## src/rtl/sir_pkg.sv

```systemverilog
package sir_pkg;
    typedef enum logic [1:0] {
        E_MARK  = 2'd0,
        E_PULSE = 2'd1,
        E_SPACE = 2'd2
    } enc_state_t;

    typedef enum logic [1:0] {
        D_IDLE = 2'd0,
        D_ARM  = 2'd1,
        D_ZERO = 2'd2
    } dec_state_t;
endpackage

```

## src/rtl/sir_tx_enc.sv

```systemverilog
module sir_tx_enc
    import sir_pkg::*;
#(
    parameter int TICKS_PER_BIT = 16,
    parameter int PULSE_TICKS   = 3
) (
    input  logic clk,
    input  logic rst_n,
    input  logic en,
    input  logic tick16,
    input  logic ref_tick,
    input  logic nrz_tx,
    output logic pulse_nxt
);
    localparam int PW = $clog2(TICKS_PER_BIT);
    localparam int RW = (PULSE_TICKS > 1) ? $clog2(PULSE_TICKS) : 1;
    localparam logic [PW-1:0] PH_LAST = PW'(TICKS_PER_BIT - 1);
    localparam logic [RW-1:0] R_LAST  = RW'(PULSE_TICKS - 1);

    enc_state_t st, nxt;
    logic          nrz_q;
    logic [PW-1:0] ph;
    logic [RW-1:0] rcnt;
    logic          edge_seen, wrap, new_bit;

    assign edge_seen = nrz_tx ^ nrz_q;
    assign wrap      = tick16 && (ph == PH_LAST);
    assign new_bit   = edge_seen || wrap;

    always_comb begin
        nxt = st;
        if (new_bit) begin
            nxt = nrz_tx ? E_MARK : E_PULSE;
        end else begin
            unique case (st)
                E_MARK:  nxt = E_MARK;
                E_PULSE: nxt = (ref_tick && rcnt == R_LAST) ? E_SPACE : E_PULSE;
                E_SPACE: nxt = E_SPACE;
                default: nxt = E_MARK;
            endcase
        end
    end

    always_ff @(posedge clk or negedge rst_n) begin
        if (!rst_n) begin
            st    <= E_MARK;
            nrz_q <= 1'b1;
            ph    <= '0;
            rcnt  <= '0;
        end else if (!en) begin
            st    <= E_MARK;
            nrz_q <= nrz_tx;
            ph    <= '0;
            rcnt  <= '0;
        end else begin
            st    <= nxt;
            nrz_q <= nrz_tx;
            if (edge_seen || wrap)
                ph <= '0;
            else if (tick16)
                ph <= ph + 1'b1;
            if (new_bit)
                rcnt <= '0;
            else if (st == E_PULSE && ref_tick)
                rcnt <= rcnt + 1'b1;
        end
    end

    assign pulse_nxt = en && (nxt == E_PULSE);
endmodule

```

## src/rtl/sir_rx_dec.sv

```systemverilog
module sir_rx_dec
    import sir_pkg::*;
#(
    parameter int TICKS_PER_BIT = 16
) (
    input  logic clk,
    input  logic rst_n,
    input  logic en,
    input  logic tick16,
    input  logic ref_tick,
    input  logic rx_in,
    output logic zero_out
);
    localparam int HW = $clog2(TICKS_PER_BIT);
    localparam logic [HW-1:0] H_LAST = HW'(TICKS_PER_BIT - 1);

    dec_state_t st, nxt;
    logic          chain, chain_nxt;
    logic [HW-1:0] hcnt;
    logic          term;

    assign term = tick16 && (hcnt == H_LAST);

    always_comb begin
        nxt       = st;
        chain_nxt = chain;
        unique case (st)
            D_IDLE: begin
                if (ref_tick && rx_in) begin
                    nxt       = D_ARM;
                    chain_nxt = 1'b0;
                end
            end
            D_ARM: begin
                if (!rx_in) begin
                    nxt       = D_IDLE;
                    chain_nxt = 1'b0;
                end else if (ref_tick) begin
                    nxt = D_ZERO;
                end
            end
            D_ZERO: begin
                if (term) begin
                    nxt       = rx_in ? D_ARM : D_IDLE;
                    chain_nxt = rx_in;
                end
            end
            default: begin
                nxt       = D_IDLE;
                chain_nxt = 1'b0;
            end
        endcase
    end

    always_ff @(posedge clk or negedge rst_n) begin
        if (!rst_n) begin
            st    <= D_IDLE;
            chain <= 1'b0;
            hcnt  <= '0;
        end else if (!en) begin
            st    <= D_IDLE;
            chain <= 1'b0;
            hcnt  <= '0;
        end else begin
            st    <= nxt;
            chain <= chain_nxt;
            if (nxt == D_ARM && st != D_ARM)
                hcnt <= '0;
            else if (tick16 && st != D_IDLE)
                hcnt <= hcnt + 1'b1;
        end
    end

    always_comb begin
        zero_out = (st == D_ZERO) || (st == D_ARM && chain);
    end

    // a new detection from idle never reports a zero in the next cycle
    property p_glitch_quiet_r8;
        @(posedge clk) disable iff (!rst_n)
        (en && st == D_IDLE) |=> (!en || !zero_out);
    endproperty
    assert property (p_glitch_quiet_r8);

    // zero is held through every non-tick cycle of the hold window
    property p_zero_hold_r7;
        @(posedge clk) disable iff (!rst_n)
        (en && st == D_ZERO && !tick16) |=> (!en || zero_out);
    endproperty
    assert property (p_zero_hold_r7);
endmodule

```

## src/rtl/sir_codec.sv

```systemverilog
module sir_codec
    import sir_pkg::*;
#(
    parameter int TICKS_PER_BIT = 16,
    parameter int PULSE_TICKS   = 3
) (
    input  logic clk,
    input  logic rst_n,
    input  logic sir_en,
    input  logic lp_sel,
    input  logic tick16,
    input  logic lp_tick,
    input  logic nrz_tx,
    input  logic rx_in,
    output logic tx_out,
    output logic rx_out
);
    logic ref_tick;
    logic enc_pulse_nxt;
    logic dec_zero;
    logic tx_q;

    assign ref_tick = lp_sel ? lp_tick : tick16;

    sir_tx_enc #(
        .TICKS_PER_BIT(TICKS_PER_BIT),
        .PULSE_TICKS  (PULSE_TICKS)
    ) u_enc (
        .clk      (clk),
        .rst_n    (rst_n),
        .en       (sir_en),
        .tick16   (tick16),
        .ref_tick (ref_tick),
        .nrz_tx   (nrz_tx),
        .pulse_nxt(enc_pulse_nxt)
    );

    sir_rx_dec #(
        .TICKS_PER_BIT(TICKS_PER_BIT)
    ) u_dec (
        .clk     (clk),
        .rst_n   (rst_n),
        .en      (sir_en),
        .tick16  (tick16),
        .ref_tick(ref_tick),
        .rx_in   (rx_in),
        .zero_out(dec_zero)
    );

    always_ff @(posedge clk or negedge rst_n) begin
        if (!rst_n)
            tx_q <= 1'b0;
        else
            tx_q <= sir_en ? enc_pulse_nxt : nrz_tx;
    end

    assign tx_out = tx_q;
    assign rx_out = sir_en ? !dec_zero : rx_in;

    // pass-through with one clock of latency when coding is off
    property p_bypass_r1;
        @(posedge clk) disable iff (!rst_n)
        !sir_en |=> (tx_out == $past(nrz_tx));
    endproperty
    assert property (p_bypass_r1);

    // a lit output always belongs to a zero bit
    property p_dark_one_r4;
        @(posedge clk) disable iff (!rst_n)
        (sir_en && $past(sir_en) && tx_out) |-> !$past(nrz_tx);
    endproperty
    assert property (p_dark_one_r4);

    // output dark in reset
    property p_reset_dark_r9;
        @(posedge clk) !rst_n |=> !tx_out;
    endproperty
    assert property (p_reset_dark_r9);
endmodule

```

## config.mk

```make
export PLATFORM = sky130hd
export DESIGN_NAME = sir_codec
export DESIGN_NICKNAME = d
export VERILOG_FILES = /design/src/rtl/sir_pkg.sv /design/src/rtl/sir_tx_enc.sv /design/src/rtl/sir_rx_dec.sv /design/src/rtl/sir_codec.sv
export SDC_FILE = /design/constraint.sdc
export NUM_CORES = 1
export LEC_CHECK = 0
export ABC_CLOCK_PERIOD_IN_PS = 1650
export CAP_MARGIN = 10
export CORE_MARGIN = 4
export CORE_UTILIZATION = 45
export CTS_CLUSTER_DIAMETER = 60
export DETAILED_ROUTE_END_ITERATION = 12
export GPL_ROUTABILITY_DRIVEN = 0
export GPL_TIMING_DRIVEN = 0
export PLACE_DENSITY = 0.67
export SLEW_MARGIN = 20
export SYNTH_ARGS = -nofsm -noshare
export SYNTH_HDL_FRONTEND = slang
export SYNTH_SLANG_ARGS = --single-unit
```

## constraint.sdc

```tcl
create_clock -name clk -period 1.65 [get_ports clk]
set_input_delay 0.33 -clock clk [delete_from_list [all_inputs] [get_ports clk]]
set_output_delay 0.33 -clock clk [all_outputs]
set_load 0.005 [all_outputs]
```

== After elaboration in Yosys (flattened, before gate mapping) ==
Cells that the tools add are included.

* Bitwise gates (word level): 1
* Reduce and logical (&&, ||, !) cells: 15
* Add/sub/neg operators: 3
* Multiplexer cells: 29
* Equality and inequality tests: 16

{| class="wikitable"
|+ Operators with widths
! operator !! number
|-
| $mux W4 || 6
|-
| $mux W2 || 11
|-
| $logic_and A1 B1 Y1 || 9
|-
| $mux W1 || 9
|-
| $ne A3 B1 Y1 const B || 3
|-
| $add A4 B1 Y4 const B || 2
|-
| $eq A2 B1 Y1 const B || 4
|-
| $eq A4 B4 Y1 const B || 2
|-
| $eq A2 B2 Y1 const B || 3
|-
| $ne A3 B2 Y1 const B || 2
|-
| $pmux W2 S3 || 1
|-
| $pmux W2 S2 || 1
|-
| $ne A3 B3 Y1 const B || 1
|-
| $pmux W1 S3 || 1
|-
| $reduce_and A3 Y1 || 1
|-
| $add A2 B1 Y2 const B || 1
|-
| $logic_not A2 Y1 || 1
|-
| $logic_or A1 B1 Y1 || 2
|-
| $ne A2 B1 Y1 const B || 1
|-
| $reduce_bool A2 Y1 || 1
|-
| $logic_not A1 Y1 || 1
|-
| $xor A1 B1 Y1 || 1
|}

* Flip-flop bits (word level): 17
* Input bits: 8
* Logic and storage cells: 72

== Logic depth before layout (Yosys ltp) ==
Gate-level depths: netlist (run 1).

* Depth in word-level cells: 8
* Depth in mapped cells: 5
* Mapped depth without buffers: 5

== By module ==
Synthesis (run 1) repeated with hierarchy kept, for this count alone.

* Cells, all modules: 92
* Area total of the unflattened synthesis: 967.2 µm²

{| class="wikitable"
|+ Modules (own cells, without submodules)
! module !! sequential area each (µm²) !! instances !! area each (µm²) !! cells an instance
|-
| sir_tx_enc || 226.5 || 1 || 478.0 || 45
|-
| sir_rx_dec || 175.2 || 1 || 424.2 || 42
|-
| sir_codec || 25.0 || 1 || 65.1 || 5
|}

== Worst setup path after synthesis (run 1) ==
No wires, ideal clock.

* Kind: flip-flop to flip-flop
* Start point: register u_dec.hcnt[0]
* End point: register u_dec.hcnt[0]
* Cell stages (with the launch flop): 6
* Buffers on the path: 0
* Slack: 0.214 ns
* Data required time: 1.515 ns
* Arrival time: 1.301 ns
* Period minus slack after synthesis: 1.436 ns
* Path through: dfrtp_1 ha_1 nand4_4 and2_4 o41ai_2 nor2_1

* Longest elaborated chain between the ends: 8

{| class="wikitable"
|+ Ends and longest elaborated chain
! what !! RTL line !! source
|-
| start, declared || sir_rx_dec.sv:19 || <nowiki>logic [HW-1:0] hcnt;</nowiki>
|-
| start signal, assigned || sir_rx_dec.sv:70 || <nowiki>hcnt <= hcnt + 1'b1;</nowiki>
|-
| $eq A4 B4 Y1 || sir_rx_dec.sv:22 || <nowiki>assign term = tick16 && (hcnt == H_LAST);</nowiki>
|-
| $logic_and A1 B1 Y1 || sir_rx_dec.sv:22 ||
|-
| $mux W2 || sir_rx_dec.sv:43 || <nowiki>if (term) begin</nowiki>
|-
| $pmux W2 S3 || sir_rx_dec.sv:27 || <nowiki>unique case (st)</nowiki>
|-
| $eq A2 B1 Y1 || sir_rx_dec.sv:67 || <nowiki>if (nxt == D_ARM && st != D_ARM)</nowiki>
|-
| $logic_and A1 B1 Y1 || sir_rx_dec.sv:67 ||
|-
| $mux W4 || sir_rx_dec.sv:67 ||
|-
| $mux W4 || sir_rx_dec.sv:60 || <nowiki>end else if (!en) begin</nowiki>
|}

Parallel ways exist; a longest one is shown, timed or not. The select of a mux whose other input is x is not followed.
A chain may end at the register's enable or synchronous reset.

== Worst setup path in the final report (run 1) ==
* Start point: input port sir_en
* End point: output port rx_out

* Longest elaborated chain between the ends: 1

{| class="wikitable"
|+ Ends and longest elaborated chain
! what !! RTL line !! source
|-
| start, declared || sir_codec.sv:9 || <nowiki>input logic sir_en,</nowiki>
|-
| $mux W1 || sir_codec.sv:58 || <nowiki>assign rx_out = sir_en ? !dec_zero : rx_in;</nowiki>
|-
| end, declared || sir_codec.sv:16 || <nowiki>output logic rx_out</nowiki>
|}

Every way passes these cells.

==> summary.md, run 1 <==
| Metric | Value |
|---|---|
| Largest net degree at the start of global routing | `18` |
| Combinational family with the most area after synthesis | `simple AND/OR/NAND/NOR gates` |
| Post-Route WL | `1.66 mm` |
| Slowest cell on crit path | `clkdlybuf4s50_1` |
| Simple-Gate Fraction of Synth Area | `0.195` |
| Hold Buf Count CTS | `0` |
| Root buf cell | `clkbuf_4` |
| Nets | `119` |
| Post-layout util | `0.577` |
| Worst path required time | `1320 ps` |
| Setup TNS | `0 ps` |
| Sequential area share after synthesis | `0.453` |
| Worst hold-check path type | `primary input to register` |
| Clock skew after layout | `10.0 ps` |
| Worst Setup Start Kind | `primary input` |
| DIE AREA | `2890 µm²` |
| Post-synthesis xor/xnor area fraction | `0.0744` |
| Clock power frac | `0.282` |
| Final Slew Violations | `0` |
| CP max FO | `6` |
| Post-synthesis mux area share | `0.0598` |
| Clk pin slew, worst setup/hold paths | `110 ps` |
| First-pass GRT wire length | `2.89 mm` |
| Grt ovf | `0` |
| Share of synthesized cell area in full adder, half adder and majority cells | `0.0664` |
| Psw | `204 µW` |
| Ys Warns | `0` |
| Footprint of the multi-input gates | `512 µm²` |
| Die width | `53.8 µm` |
| Share of layout cells above drive strength 1 | `0.238` |
| RSZ-0062 raised after global routing | `true` |
| VDD IR max | `335 µV` |
| Setup violators final | `0` |
| Leakage | `0.507 nW` |
| Clock Latency Late Sink | `290 ps` |
| Hpwl dp | `1.17 mm` |
| Post-synthesis cell type count | `32` |
| Overall Power | `786 µW` |
| CP max stage delay | `630 ps` |
| Worst Max-Slew Pin Slew | `759 ps` |
| # fillers | `169` |
| Vias in the first global route | `690` |
| Comb pwr share | `0.162` |
| Int Pwr | `581 µW` |
| Core area | `1980 µm²` |
| Post-synthesis instance area | `942 µm²` |
| Die Height | `53.8 µm` |
| Net Sw Frac | `0.260` |
| DR vias/cell | `4.99` |
| Setup ws final | `13.8 ps` |
| Fmax | `0.611 GHz` |
| Outcome | `completed` |
| Worst Min Path Start | `tick16` |
| Clock tree from TritonCTS | `yes` |
| CTS Buffer Depth | `2` |
| Synth Register Bits | `17` |
| Worst Setup Slack post-DPL | `-321 ps` |
| Register Area | `428 µm²` |
| Most common cell after layout, fill and taps aside | `dfrtp_1` |
| Most frequent cells in the layout | `15 x dfrtp_1, 13 x nor2_1, 9 x nand2_1` |
| Seq pwr share | `0.555` |
| WHS | `340 ps` |
| Mean post-synth cell area | `10.6 µm²` |
| WP data arrival | `1310 ps` |
| Compound-Gate Fraction of Synth Area | `0.116` |
| First-iteration detailed-routing DRC count | `4` |
| Slew headroom | `0.493` |
| CTS Buf Count | `3` |
| Ant. Diodes | `0` |
| Routed Antenna Nets | `0` |
| Pre-antenna DRT Iters | `4` |
| CP Capture Type | `output port` |
| Initial antenna violation count | `0` |
| DR WL/cell | `12.6 µm` |
| Total track usage | `0.145` |
| Critical path cell sequence | `clkdlybuf4s50_1, nand2_1, o21ai_1, buf_2` |
| Syn nets | `102` |
| Pwr/cell area | `687 nW/µm²` |
| CTS H-tree lvls | `1` |
| Critical Path Start | `sir_en` |
| Worst r2r src | `u_dec.hcnt[0]$_DFFE_PN0P_` |
| Initial core utilization | `0.475` |
| Tmin final | `1640 ps` |
| Via count | `659` |
| Fin crit share | `0.992` |
| Total of max-cap violations | `0` |
| # DRC | `0` |
| Area delta synth->final | `21.4%` |
| Clk sinks | `17` |
| I/O Pins | `10` |
| Rows | `16` |
| Worst setup path class | `primary input to output port` |
| Cell count after synthesis | `89` |
| # port buffers | `8` |
| Final hold violation count | `0` |
==> layer usage <==
layer / vias up / track usage / wire length (µm)
met2: 9 / 0.242 / 838
met1: 312 / 0.167 / 749
met5: - / 0 / 0
met3: 4 / 0.0332 / 51
met4: 0 / 0.0851 / 17
li1: 334 / - / -
==> area by class of cell <==
type,count,area share
Clock inverter,1,0.00438
Tap cell,27,0.0295
Multi-Input combinational cell,65,0.447
Sequential cell,17,0.374
Timing Repair Buffer,12,0.0952
Buffer,1,0.00985
Clock buffer,3,0.0197
Inverter,6,0.0197
==> power by group through the flow <==
stage,clock [mW],sequential (mW),combinational (mW)
floorplan,0,0.444,0.0670
global placement,0,0.445,0.113
detailed placement,0,0.445,0.113
CTS,0.234,0.436,0.122
global route,0.251,0.438,0.142
finish,0.222,0.436,0.127
==> repair_timing <==
item                                    4_1_cts  5_1_grt
pin swaps                                     1        0
endpoints found under the setup margin        1        5
setup buffers                                 3        1
endpoints found under the hold margin         0        0
resized for setup                             9        4
==> cell families after synthesis <==
group,count (synthesis)
AO/OA/AOI/OAI,12
buffers and inverters,7
multiplexers,5
AND/OR/NAND/NOR,35
XOR/XNOR,8
flip-flops,17
adder cells (fa/ha/maj),5
==> state kept, by name (all words and copies together), names as in the netlist <==
signal / count
u_dec.chain: 1
u_enc.rcnt: 2
u_enc.nrz_q: 1
u_dec.st: 2
u_enc.ph: 4
u_enc.st: 2
u_dec.hcnt: 4
tx_out: 1
==> path summary, 6_finish.rpt <==
kind                                        endpoint  depth (start not counted)  slack [ps]
max in group asynchronous      u_dec.st[0]$_DFF_PN0_                          1         640
max reg2reg                u_dec.hcnt[0]$_DFFE_PN0P_                          5         110
min reg2reg                u_enc.rcnt[1]$_DFFE_PN0P_                          2         540
max                                           rx_out                          4          10
min                          u_enc.ph[0]$_DFFE_PN0P_                          3         340
min in group asynchronous    u_enc.ph[2]$_DFFE_PN0P_                          1         470
==> metrics by stage <==
stage | cell area [µm²] | instances
2_1_floorplan | 942 | 89
3_3_place_gp | 1060 | 124
3_5_place_dp | 1060 | 124
4_1_cts | 1110 | 131
5_1_grt | 1140 | 132
6_report | 1140 | 132
==> critical path: cells and delay by family <==
family / cells / cell delay [ps]
simple gates: 1 / 100
buf+inv: 2 / 770
compound gates: 1 / 100
==> cells in the mapped netlist <==
| cell type | count | area, µm² |
|---|---|---|
| xnor2_1 | 3 | 26.3 |
| dfstp_2 | 1 | 26.3 |
| o21ai_0 | 1 | 5.00 |
| inv_1 | 6 | 22.5 |
| nor3_1 | 1 | 5.00 |
| mux2_4 | 1 | 15.0 |
| and2_1 | 1 | 6.26 |
| o31a_1 | 1 | 8.76 |
| o21a_1 | 1 | 7.51 |
| a31oi_1 | 2 | 12.5 |
| nand3_1 | 2 | 10.0 |
| nand2b_1 | 1 | 6.26 |
| nor2b_1 | 2 | 12.5 |
| mux2i_1 | 3 | 30.0 |
| a32oi_1 | 1 | 8.76 |
| o41ai_2 | 1 | 16.3 |
| a21oi_1 | 2 | 10.0 |
| nor3b_2 | 1 | 12.5 |
| nand4_4 | 1 | 21.3 |
| buf_6 | 1 | 11.3 |
| nand4_1 | 2 | 12.5 |
| xor2_1 | 5 | 43.8 |
| dfrtp_1 | 16 | 400 |
| nor2_1 | 13 | 48.8 |
| mux2_2 | 1 | 11.3 |
| o31ai_2 | 1 | 12.5 |
| and2_4 | 1 | 8.76 |
| a21boi_2 | 1 | 11.3 |
| nand2_1 | 9 | 33.8 |
| ha_1 | 5 | 62.6 |
| or2_2 | 1 | 6.26 |
| a41oi_2 | 1 | 16.3 |
Power figures use the tool's default switching activity.
==> inputs of run 2 (changes only) <==
--- a/config.mk
+++ b/config.mk
@@ -5,7 +5,7 @@
 export SDC_FILE = /design/constraint.sdc
 export NUM_CORES = 1
 export LEC_CHECK = 0
-export ABC_CLOCK_PERIOD_IN_PS = 1650
+export ABC_CLOCK_PERIOD_IN_PS = 1600
 export CAP_MARGIN = 10
 export CORE_MARGIN = 4
 export CORE_UTILIZATION = 45
==> constraint.sdc (replaced) <==
create_clock -name clk -period 1.6 [get_ports clk]
set_input_delay 0.32 -clock clk [delete_from_list [all_inputs] [get_ports clk]]
set_output_delay 0.32 -clock clk [all_outputs]
set_load 0.005 [all_outputs]
==> run 2 against run 1 <==
Net effect:
- the run now ends with setup timing left
- register-to-register slack barely moved
- via count did not move
- combinational power about the same
- wire length grew 1.0%
- final cell count is the same
- setup slack worse by 37 ps
- sequential share of layout area fell by 0.30 points
- count of clock-buffer cells in the layout did not move
- global-route usage rose by 0.17 points
- power rose by 3.1%
- clock skew about the same
- largest cell class unchanged
- largest power group unchanged
==> summary.md, run 2 (synthesis results as in run 1) <==
| Metric | Value |
|---|---|
| Outcome | `finished, violations left` |
| Failing checks | `setup timing` |
| Worst Max-Slew Pin Slew | `756 ps (-2.83 ps)` |
| Worst Setup Start Kind | `primary input` |
| Overall Power | `810 µW (+3.1%)` |
| Most frequent cells in the layout | `14 x dfrtp_1, 13 x nor2_1, 9 x nand2_1` |
| Routed Antenna Nets | `0 (unchanged)` |
| RSZ-0062 raised after global routing | `true` |
| DIE AREA | `2890 µm² (unchanged)` |
| Critical path cell sequence | `clkdlybuf4s50_1, inv_1, o21ai_1, buf_2` |
| Worst path required time | `1280 ps (-40 ps)` |
| CP max stage delay | `540 ps (-90 ps)` |
| Setup ws final | `-23.2 ps (-37.0 ps)` |
| Setup violators final | `1 (+1)` |
| Hpwl dp | `1.17 mm (unchanged)` |
| Tmin final | `1620 ps` |
| Worst Setup Slack post-DPL | `-351 ps (-30.0 ps)` |
| # port buffers | `8 (unchanged)` |
| Met3 Usage GRT | `0.0332 (unchanged)` |
| # DRC | `0 (unchanged)` |
| Final hold violation count | `0 (unchanged)` |
| Biggest regs | `u_dec.hcnt x4, u_enc.ph x4` |
| Share of layout cells above drive strength 1 | `0.257 (+0.0190)` |
| DR vias/cell | `4.99 (unchanged)` |
| Die Height | `53.8 µm (unchanged)` |
| Hold EP | `u_enc.ph[0]$_DFFE_PN0P_` |
| Worst r2r src | `u_dec.hcnt[1]$_DFFE_PN0P_` |
| Initial antenna violation count | `0 (unchanged)` |
| CTS Buf Count | `3 (unchanged)` |
| Clock Latency Late Sink | `290 ps (about the same)` |
| CP Capture Type | `output port` |
| Crit path max-delay family | `buffers and inverters` |
| CP max FO | `5 (-1)` |
| VDD IR max | `346 µV (+3.2%)` |
| Nets | `119 (unchanged)` |
| Fmax | `0.616 GHz` |
| CTS Buffer Depth | `2 (unchanged)` |
| Most common cell after layout, fill and taps aside | `dfrtp_1` |
| Clock tree from TritonCTS | `yes` |
| Hold Buf Count CTS | `0 (unchanged)` |
| Leakage | `0.512 nW (+0.94%)` |
| Final Slew Violations | `0 (unchanged)` |
| Reg2reg setup slack | `100 ps (about the same)` |
| First-iteration detailed-routing DRC count | `3 (-1)` |
| Vias in the first global route | `690 (unchanged)` |
| Grt ovf | `0 (unchanged)` |
| Largest net degree at the start of global routing | `18 (unchanged)` |
| Pre-antenna DRT Iters | `4 (unchanged)` |
| Root buf cell | `clkbuf_4` |
| Clk sinks | `17 (unchanged)` |
| Die width | `53.8 µm (unchanged)` |
| Area delta synth->final | `22.7%` |
| Worst hold-check path type | `primary input to register` |
| # fillers | `167 (-1.2%)` |
| Post-Route WL | `1.67 mm (+1.0%)` |
| Worst Min Path Start | `tick16` |
| Crit path buffers/inverters | `3 (+1)` |
| Total track usage | `0.146 (+0.00175)` |
| Slew headroom | `0.495 (+0.00189)` |
| Met1 usage | `0.172 (+0.00521)` |
| Fin crit share | `1.01` |
| Clk pin slew, worst setup/hold paths | `110 ps (about the same)` |
| Ant. Diodes | `0 (unchanged)` |
| WP data arrival | `1300 ps (about the same)` |
| I/O Pins | `10 (unchanged)` |
| Most Used Layer, Global Route | `met2` |
| Slowest cell on crit path | `clkdlybuf4s50_1` |
| GR Util met2 | `0.240 (-0.00202)` |
| Pwr/cell area | `701 nW/µm² (+2.0%)` |
| Core area | `1980 µm² (unchanged)` |
| Worst-case reg-to-reg path depth | `5 (unchanged)` |
| Clock skew after layout | `10.2 ps (+0.186 ps)` |
| DR WL/cell | `12.7 µm (+1.0%)` |
| Initial core utilization | `0.475 (unchanged)` |
| Via count | `659 (unchanged)` |
| Total of max-cap violations | `0 (unchanged)` |
| First-pass GRT wire length | `2.93 mm (+1.2%)` |
| Worst setup path class | `primary input to output port` |
| R2r endpoint | `u_dec.hcnt[3]$_DFFE_PN0P_` |
| Worst hold stages | `3 (unchanged)` |
| Rows | `16 (unchanged)` |
| CTS H-tree lvls | `1 (unchanged)` |
run 2: worst reg2reg max path: stages (launching register included):
cell and delay [ps]:
dfrtp_1 430, ha_4 170, nand4_4 90, and2_4 170, o41ai_4 430, nor2_1 100
run 2: per-stage QoR:
step	utilization	cell area (µm²)	std cells	setup TNS [ps]	hold WS, ps
2_1_floorplan	-	942	89	0	24.4
3_3_place_gp	0.533	1060	124	-1550	515
3_5_place_dp	0.533	1060	124	-1570	536
4_1_cts	0.573	1130	131	-4.44	322
5_1_grt	0.583	1160	132	-78.4	325
6_report	0.583	1160	132	-23.2	332
run 2: worst max-delay path by stage:
stage	startpoint	to	slack [ps]	cells after the start
5_1_grt	u_dec.st[0]$_DFF_PN0_	rx_out	-80	6
6_report	rx_in	rx_out	-20	4
2_1_floorplan	u_dec.hcnt[0]$_DFFE_PN0P_	u_dec.hcnt[0]$_DFFE_PN0P_	160	5
4_1_cts	u_dec.st[1]$_DFF_PN0_	rx_out	-4	5
3_5_place_dp	rx_in	rx_out	-350	4
3_3_place_gp	rx_in	rx_out	-330	4
run 2: report_power, final:
part           switching [mW]  internal, mW  total [mW]
registers             0.00806         0.442       0.450
clock network           0.136        0.0928       0.229
logic                  0.0670        0.0631       0.130
run 2: layer usage:
layer / vias to the layer above / routed length [µm]
met5: - / 0
met4: 0 / 19
met3: 4 / 61
met2: 11 / 838
met1: 309 / 755
li1: 335 / -
run 2: cell type report:
| class | instances | area [µm²] | area share |
|---|---|---|---|
| multi-input cells | 65 | 524 | 0.453 |
| flip-flops and latches | 17 | 429 | 0.371 |
| repair buffers | 12 | 108 | 0.0931 |
| well taps | 27 | 33.8 | 0.0292 |
| clock buffers | 3 | 22.5 | 0.0195 |
| inverters | 6 | 22.5 | 0.0195 |
| plain buffers | 1 | 11.3 | 0.00974 |
| clock inverters | 1 | 5.00 | 0.00433 |
run 2: what timing repair did:
| action | in CTS | in global routing |
|---|---|---|
| pin swaps | 1 | 5 |
| setup buffers | 3 | 1 |
| gates resized for setup | 14 | 3 |
| endpoints found under the setup margin | 5 | 5 |
